### src/rtl/gpio_ctrl_pkg.sv
package gpio_ctrl_pkg;
  localparam int PINS   = 16;
  localparam int ADDR_W = 16;
  localparam int DATA_W = 32;
  localparam int IDX_W  = 6;

  typedef enum logic [3:0] {
    G_NONE, G_DATA, G_DSET, G_LEVEL, G_DIR, G_PMC, G_DIRSET, G_PMCSET, G_IBUF
  } grp_e;

  // Group selected by address bits 15:8
  function automatic grp_e grp_of(input logic [7:0] g);
    case (g)
      8'h00:   return G_DATA;
      8'h01:   return G_DSET;
      8'h02:   return G_LEVEL;
      8'h03:   return G_DIR;
      8'h04:   return G_PMC;
      8'h08:   return G_DIRSET;
      8'h09:   return G_PMCSET;
      8'h40:   return G_IBUF;
      default: return G_NONE;
    endcase
  endfunction

  // Upper half picks the pins, lower half gives their new values
  function automatic logic [PINS-1:0] masked_merge(input logic [PINS-1:0] cur,
                                                   input logic [DATA_W-1:0] wd);
    logic [PINS-1:0] sel;
    sel = wd[DATA_W-1:PINS];
    return (cur & ~sel) | (wd[PINS-1:0] & sel);
  endfunction
endpackage

### src/rtl/gpio_addr_decode.sv
module gpio_addr_decode
  import gpio_ctrl_pkg::*;
#(
  parameter int NUM_BANKS = 4
) (
  input  logic [ADDR_W-1:0] addr,
  output grp_e              grp,
  output logic [IDX_W-1:0]  bank_idx,
  output logic              hit
);
  logic aligned;
  logic in_range;

  assign grp      = grp_of(addr[15:8]);
  assign bank_idx = addr[7:2];
  assign aligned  = (addr[1:0] == 2'b00);
  assign in_range = (int'(bank_idx) < NUM_BANKS);
  assign hit      = (grp != G_NONE) && aligned && in_range;
endmodule

### src/rtl/gpio_sync2.sv
module gpio_sync2 #(
  parameter int W = 16
) (
  input  logic         clk,
  input  logic         rst_n,
  input  logic [W-1:0] d,
  output logic [W-1:0] q
);
  logic [W-1:0] meta_q;

  always_ff @(posedge clk or negedge rst_n) begin
    if (!rst_n) begin
      meta_q <= '0;
      q      <= '0;
    end else begin
      meta_q <= d;
      q      <= meta_q;
    end
  end
endmodule

### src/rtl/gpio_bank.sv
module gpio_bank
  import gpio_ctrl_pkg::*;
(
  input  logic              clk,
  input  logic              rst_n,
  input  logic              sel,
  input  logic              wr,
  input  grp_e              grp,
  input  logic [DATA_W-1:0] wdata,
  input  logic [PINS-1:0]   pad_in,
  output logic [PINS-1:0]   odata,
  output logic [PINS-1:0]   dir,
  output logic [PINS-1:0]   pmc,
  output logic [PINS-1:0]   ibuf,
  output logic [PINS-1:0]   level,
  output logic [PINS-1:0]   oe,
  output logic [PINS-1:0]   dset_mask,
  output logic [PINS-1:0]   rd_val
);
  logic            we;
  logic [PINS-1:0] sync_q;

  assign we = wr & sel;

  always_ff @(posedge clk or negedge rst_n) begin
    if (!rst_n) begin
      odata <= '0;
      dir   <= '1;
      pmc   <= '0;
      ibuf  <= '0;
    end else if (we) begin
      case (grp)
        G_DATA:   odata <= wdata[PINS-1:0];
        G_DSET:   odata <= masked_merge(odata, wdata);
        G_DIR:    dir   <= wdata[PINS-1:0];
        G_DIRSET: dir   <= masked_merge(dir, wdata);
        G_PMC:    pmc   <= wdata[PINS-1:0];
        G_PMCSET: pmc   <= masked_merge(pmc, wdata);
        G_IBUF:   ibuf  <= wdata[PINS-1:0];
        default:  ;
      endcase
    end
  end

  gpio_sync2 #(.W(PINS)) u_sync (
    .clk  (clk),
    .rst_n(rst_n),
    .d    (pad_in),
    .q    (sync_q)
  );

  assign level     = sync_q & ibuf;
  assign oe        = ~(dir | pmc);
  assign dset_mask = (we && grp == G_DSET) ? wdata[DATA_W-1:PINS] : '0;

  always_comb begin
    case (grp)
      G_DATA:  rd_val = odata;
      G_LEVEL: rd_val = level;
      G_DIR:   rd_val = dir;
      G_PMC:   rd_val = pmc;
      G_IBUF:  rd_val = ibuf;
      default: rd_val = '0;
    endcase
  end
endmodule

### src/rtl/gpio_ctrl.sv
module gpio_ctrl
  import gpio_ctrl_pkg::*;
#(
  parameter int NUM_BANKS = 4
) (
  input  logic                      clk,
  input  logic                      rst_n,
  input  logic [ADDR_W-1:0]         bus_addr,
  input  logic [DATA_W-1:0]         bus_wdata,
  input  logic                      bus_wr,
  output logic [DATA_W-1:0]         bus_rdata,
  input  logic [NUM_BANKS*PINS-1:0] pad_in,
  output logic [NUM_BANKS*PINS-1:0] pad_out,
  output logic [NUM_BANKS*PINS-1:0] pad_oe
);
  localparam int TOTAL = NUM_BANKS * PINS;

  grp_e                          grp;
  logic [IDX_W-1:0]              bank_idx;
  logic                          acc_hit;
  logic [NUM_BANKS-1:0]          bank_sel;
  logic [NUM_BANKS-1:0][PINS-1:0] rd_val;
  logic [TOTAL-1:0]              odata_all;
  logic [TOTAL-1:0]              dir_all;
  logic [TOTAL-1:0]              pmc_all;
  logic [TOTAL-1:0]              ibuf_all;
  logic [TOTAL-1:0]              level_all;
  logic [TOTAL-1:0]              dset_mask_all;
  logic [PINS-1:0]               rd_or;

  gpio_addr_decode #(.NUM_BANKS(NUM_BANKS)) u_dec (
    .addr    (bus_addr),
    .grp     (grp),
    .bank_idx(bank_idx),
    .hit     (acc_hit)
  );

  for (genvar b = 0; b < NUM_BANKS; b++) begin : g_bank
    assign bank_sel[b] = acc_hit && (bank_idx == IDX_W'(b));
    gpio_bank u_bank (
      .clk      (clk),
      .rst_n    (rst_n),
      .sel      (bank_sel[b]),
      .wr       (bus_wr),
      .grp      (grp),
      .wdata    (bus_wdata),
      .pad_in   (pad_in[b*PINS +: PINS]),
      .odata    (odata_all[b*PINS +: PINS]),
      .dir      (dir_all[b*PINS +: PINS]),
      .pmc      (pmc_all[b*PINS +: PINS]),
      .ibuf     (ibuf_all[b*PINS +: PINS]),
      .level    (level_all[b*PINS +: PINS]),
      .oe       (pad_oe[b*PINS +: PINS]),
      .dset_mask(dset_mask_all[b*PINS +: PINS]),
      .rd_val   (rd_val[b])
    );
  end

  always_comb begin
    rd_or = '0;
    for (int b = 0; b < NUM_BANKS; b++)
      if (bank_sel[b]) rd_or = rd_or | rd_val[b];
  end

  assign bus_rdata = {{(DATA_W-PINS){1'b0}}, rd_or};
  assign pad_out   = odata_all;
endmodule

### config.mk
export PLATFORM = sky130hd
export DESIGN_NAME = gpio_ctrl
export DESIGN_NICKNAME = d
export VERILOG_FILES = /design/src/rtl/gpio_ctrl_pkg.sv /design/src/rtl/gpio_addr_decode.sv /design/src/rtl/gpio_sync2.sv /design/src/rtl/gpio_bank.sv /design/src/rtl/gpio_ctrl.sv
export SDC_FILE = /design/constraint.sdc
export NUM_CORES = 1
export LEC_CHECK = 0
export ABC_AREA = 1
export BUFFER_PORTS_ARGS = -buffer_cell sky130_fd_sc_hd__buf_2
export CORE_ASPECT_RATIO = 0.6
export CORE_UTILIZATION = 37
export CTS_CLUSTER_DIAMETER = 60
export CTS_CLUSTER_SIZE = 25
export DETAILED_ROUTE_END_ITERATION = 8
export HOLD_SLACK_MARGIN = 0.08
export PLACE_DENSITY_LB_ADDON = 0.1
export SYNTH_ARGS = -nofsm -noshare
export SYNTH_HDL_FRONTEND = slang
export SYNTH_SLANG_ARGS = --single-unit
### constraint.sdc
create_clock -name clk -period 2.9 [get_ports clk]
set_clock_uncertainty 0.05 [all_clocks]
set_input_delay 0.58 -clock clk [delete_from_list [all_inputs] [get_ports clk]]
set_output_delay 0.58 -clock clk [all_outputs]
set_load 0.02 [all_outputs]
-- Word-level counts from Yosys, hierarchy flattened
Index checks and enable logic that the tools add are counted.
- add/subtract/negate cells: 0
- multipliers: 0
- div/mod/pow operators: 0
- magnitude comparators: 1
- eq/ne operators: 18
- shift-type cells: 0
- mux-type cells: 21
- bitwise operators: 45
- reductions and logical operators: 29
- operators by type and width (cell ; count):
    one-hot mux 16 bit (2 select lines) ; 12
    one-hot mux 16 bit (5 select lines) ; 4
    OR 16 bit ; 19
    bitwise AND 16 bit ; 17
    inverter 16 bit ; 5
    2-to-1 mux 16 bit ; 4
    one-hot mux 4 bit (8 select lines) ; 1
    AND reduction 2 bit ; 16
    == test 4 x 3 -> 1 bit (second input constant) ; 4
    == test 8 x 2 -> 1 bit (second input constant) ; 2
    == test 8 x 4 -> 1 bit (second input constant) ; 2
    == test 6 x 2 -> 1 bit (second input constant) ; 2
    == test 4 x 2 -> 1 bit (second input constant) ; 2
    == test 8 x 1 -> 1 bit (second input constant) ; 1
    == test 8 x 3 -> 1 bit (second input constant) ; 1
    == test 8 x 7 -> 1 bit (second input constant) ; 1
    zero test 8 bit ; 1
    == test 6 x 1 -> 1 bit (second input constant) ; 1
    logical AND 1 bit ; 6
    zero test 6 bit ; 1
    < comparator 6 x 3 -> 1 bit (second input constant) ; 1
    nonzero test 2 bit ; 3
    bitwise AND 1 bit ; 4
    == test 4 x 1 -> 1 bit (second input constant) ; 1
    other kinds (3) ; 3
- flip-flop bits (word level): 384
- bits in latches: 0
- RAM bits: 0
- bits in read-only memories: 0
- memories kept: 0

-- Longest topological paths before layout
- word-level depth: 13
- gate-level depth with buffers: 14

-- Hierarchy
A second synthesis with hierarchy kept.
- cells, all modules: 3409
- area total of the unflattened synthesis: 23246.0 um2
- by module, submodules not included (module ; times used ; cells an instance ; area each (um2) ; sequential area each (um2)):
    gpio_bank ; 4 ; 758 ; 4718.3 ; 1621.6
    gpio_sync2 ; 4 ; 32 ; 800.8 ; 800.8
    gpio_ctrl ; 1 ; 203 ; 939.7 ; 0.0
    gpio_addr_decode ; 1 ; 46 ; 230.2 ; 0.0

-- Worst setup path after synthesis
No wires, ideal clock.
- path kind: input-to-output
- start: in bus_addr[13]
- end: out bus_rdata[14]
- data arrival time: 2200 ps
- setup slack: 70 ps
- stages: 13
- path through: nor2_1 > nand2_1 > inv_1 > buf_2 > buf_1 > nand3b_1 > nand2_1 > a21oi_1 > nand2_1 > nand2_1 > nand2_1 > nor2_1 > nor2_1
- cells in the longest elaborated chain, start to end: 13
- elaborated cells between the ends (all ways): 32
- those cells by class: eq/ne: 12; mux: 9; bitwise: 3; reduce/logical: 8
- ends and longest elaborated chain (element ; line ; RTL):
    start, declared ; gpio_ctrl.sv:8 ; input logic [ADDR_W-1:0] bus_addr,
    == test 8 x 7 -> 1 bit (tied with other cells) ; gpio_ctrl_pkg.sv:13 ; case (g)
    one-hot mux 4 bit (8 select lines) * ; gpio_ctrl_pkg.sv:13 ;
    parallel branches: the longest is 10 deep, another holds one-hot mux 16 bit (5 select lines) ; -- ;
    2-to-1 mux 16 bit * ; gpio_ctrl.sv:62 ; if (bank_sel[b]) rd_or = rd_or | rd_val[b];
    end, declared ; gpio_ctrl.sv:11 ; output logic [DATA_W-1:0] bus_rdata,
Every way passes the cells marked *.

-- Worst setup path after layout
- start: in bus_addr[14]
- end: out bus_rdata[12]
Same word-level chain as after synthesis.

==> results.toml <==
[synth]
synth_area_um2 = 18000
synth_cells = 2312
ys_seq_elements = 384
avgSynthCellArea_um2 = 7.77
synth_warnings = 0
synth.yosys.seq_area_share_pct = 53.9
synth.distinct_cells = 32

[cells_and_area]
final_nets = 2845
n_fill_cell = 4633
drive_above_1_share_pct = 24.7
num_antenna_cells = 0
post-route-cell-area_um2 = 24000
layout.cells.non_filler = 3389
area_delta_synth_final_pct = 33.3

[clock_network]
clk_latency_ns = 0.60
htreeDepth = 1
cts_tree = "yes"
root_buffer = "clkbuf_16"
clock_sinks = 384
clockBufferDepth = 3
cts_buffers = 29
path_clk_slew_ns = 0.09

[global_route]
grt_pass1_wl_um = 119000
grt_max_degree = 70
grt_usage_pct = 33.3
use_met1_pct = 55.7
grt_pass1_vias = 16600
use_met3_pct = 12.6
overflow = 0
grtUsageMet2_pct = 39.0
antenna_found_initial = 1
top_usage_layer = "met1"

[floorplanning]
die_area_um2 = 49500
pin_count = 275
fp.dieH_um = 173
die_x_um = 286
rows = 62
start_util_pct = 37.5
coreArea_um2 = 47900

[routing]
first_iter_violations = 2396
avgViaCountPerCell = 5.42
first_pass_iters = 6
postRouteAntennaNets = 0
wl_um = 83700
drc_errors = 0
vias = 18400
drt-wirelength-per-cell_um = 24.7

[setup_path]
reg2reg_depth = 2
setup.worst_path.start_class = "input pin"
crit_fanout = 6
worstPathRequired_ns = 2.27
end_kind = "primary output"
r2r_setup_slack_ns = 2.03
worst-setup-path-type = "in2out"
arrival_ns = 2.33

[hold_path]
hp-class = "in2reg"
min_path_cells = 3

[timing]
fin_ws_ns = -0.0611
max_freq_mhz = 338
period_share_pct = 102
hold_viol = 0
slew_headroom_pct = 36.3
rsz0062_at_grt = "yes"
drv_slew = 0
tightest_slew_ns = 0.953
hold_slack_ns = 0.241
setup_viol = 7
layout_min_cycle_time_ns = 2.96

[placed_design]
gp_congestion = 0.977
placed_cells = 3238
portBuffers = 258
dp_hpwl_um = 62900
placed_area_um2 = 21100

[power]
irDropWorstVdd_uv = 458
p_per_area_nw_per_um2 = 442
p_leak_uw = 0.0113

[run]
max_cap_viol_count = 0

[outcome]
status = "finished, violations left"
violations = "setup timing"
## cells by family (layout without fill, tap and decap cells)
family	Yosys count	after routing	synth area share, %
AOI/OAI and AO/OA	235	235	7.01
buffers and inverters	196	616	4.75
DFF	384	384	53.9
other	1	16	0.0209
and+or+nand+nor	1496	1498	34.3
## cell type report
type / instances / area [um2] / share of cell area (%)
Clock inverter: 20 / 287 / 1.20
Multi-Input combinational cell: 1749 / 8020 / 33.5
Inverter: 66 / 275 / 1.15
Tap cell: 640 / 801 / 3.34
Clock buffer: 30 / 729 / 3.05
Timing Repair Buffer: 500 / 4150 / 17.3
Sequential cell: 384 / 9690 / 40.5
## stage by stage
| step | TNS [ns] | total power, uW | worst slack, ns | util (%) |
|---|---|---|---|---|
| floorplan | 0 | 5730 | 0.0699 | - |
| global placement | -3.29 | 6120 | -0.375 | 44.1 |
| detailed placement | -3.27 | 6120 | -0.373 | 44.1 |
| CTS | -0.0242 | 10600 | -0.0199 | 48.6 |
| global route | -0.725 | 10900 | -0.0731 | 50.0 |
| finish | -0.172 | 10600 | -0.0611 | 50.0 |
## what timing repair did
item	4_1_cts	5_1_grt
hold endpoints to repair	98	0
hold buffers	65	0
pin swaps	23	44
setup buffers	11	21
cloned	4	4
gates resized for setup	91	133
setup endpoints to repair	16	16
## worst max-delay path, cell delays in order
cell	delay, ns
buf_6	0.10
nor2_4	0.13
nand2_4	0.09
buf_6	0.14
nor2_4	0.21
buf_12	0.15
buf_8	0.13
nand2_2	0.05
nand2_2	0.06
inv_2	0.03
nand4_1	0.12
nand2_1	0.08
nand2_2	0.10
nor2_1	0.05
nor2_1	0.13
buf_4	0.17
## Yosys cell counts, drive strengths merged
cell type / n / area [um2]
nand2: 1037 / 3900
dfrtp: 320 / 8010
nand3: 246 / 1250
nor2: 155 / 592
a21oi: 111 / 556
o21ai: 91 / 455
buf: 69 / 375
dfstp: 64 / 1680
inv: 63 / 236
clkbuf: 61 / 229
a22oi: 32 / 240
nand4: 31 / 200
nand3b: 16 / 120
nor3: 8 / 76.3
clkinv: 3 / 12.5
or2: 2 / 12.5
conb: 1 / 3.75
nor4: 1 / 12.5
o31ai: 1 / 7.51
## cells in the final DEF, fill, tap and decap left out, types with 18 or more instances in the layout
cell type	n
dfrtp_1	320
nor2_1	118
nand2_2	27
buf_12	46
dfstp_2	64
nor2_2	21
buf_2	233
nand4_1	30
a21oi_1	90
dlygate4sd3_1	65
clkbuf_16	33
o21ai_1	59
a22oi_1	30
a21oi_2	18
o21ai_0	30
nand3_1	231
nand2_1	1003
buf_4	113
buf_6	32
inv_1	55
## power by group
group | switching, uW | internal (uW)
Clock | 2410 | 2010
Combinational | 447 | 221
Sequential | 47.4 | 5450
Total | 2910 | 7680
## final timing paths
path,start,end
worst max-delay path,bus_addr[14],bus_rdata[12]
worst min-delay path,bus_wdata[7],flop
worst max register to register,flop,flop
worst min register to register,g_bank[3].u_bank.u_sync.meta_q[6]$_DFF_PN0_,g_bank[3].u_bank.u_sync.q[6]$_DFF_PN0_
max in group asynchronous,rst_n,async pin
min in group asynchronous,rst_n,g_bank[2].u_bank.u_sync.q[11]$_DFF_PN0_
## routing by layer
metal / routed length, um / share of wire [%]
met5: 9 / 0.011
met1: 41000 / 49
met3: 11700 / 14
met2: 29700 / 36
met4: 1200 / 1.4
Note: power is estimated with default switching activity, not from simulation.
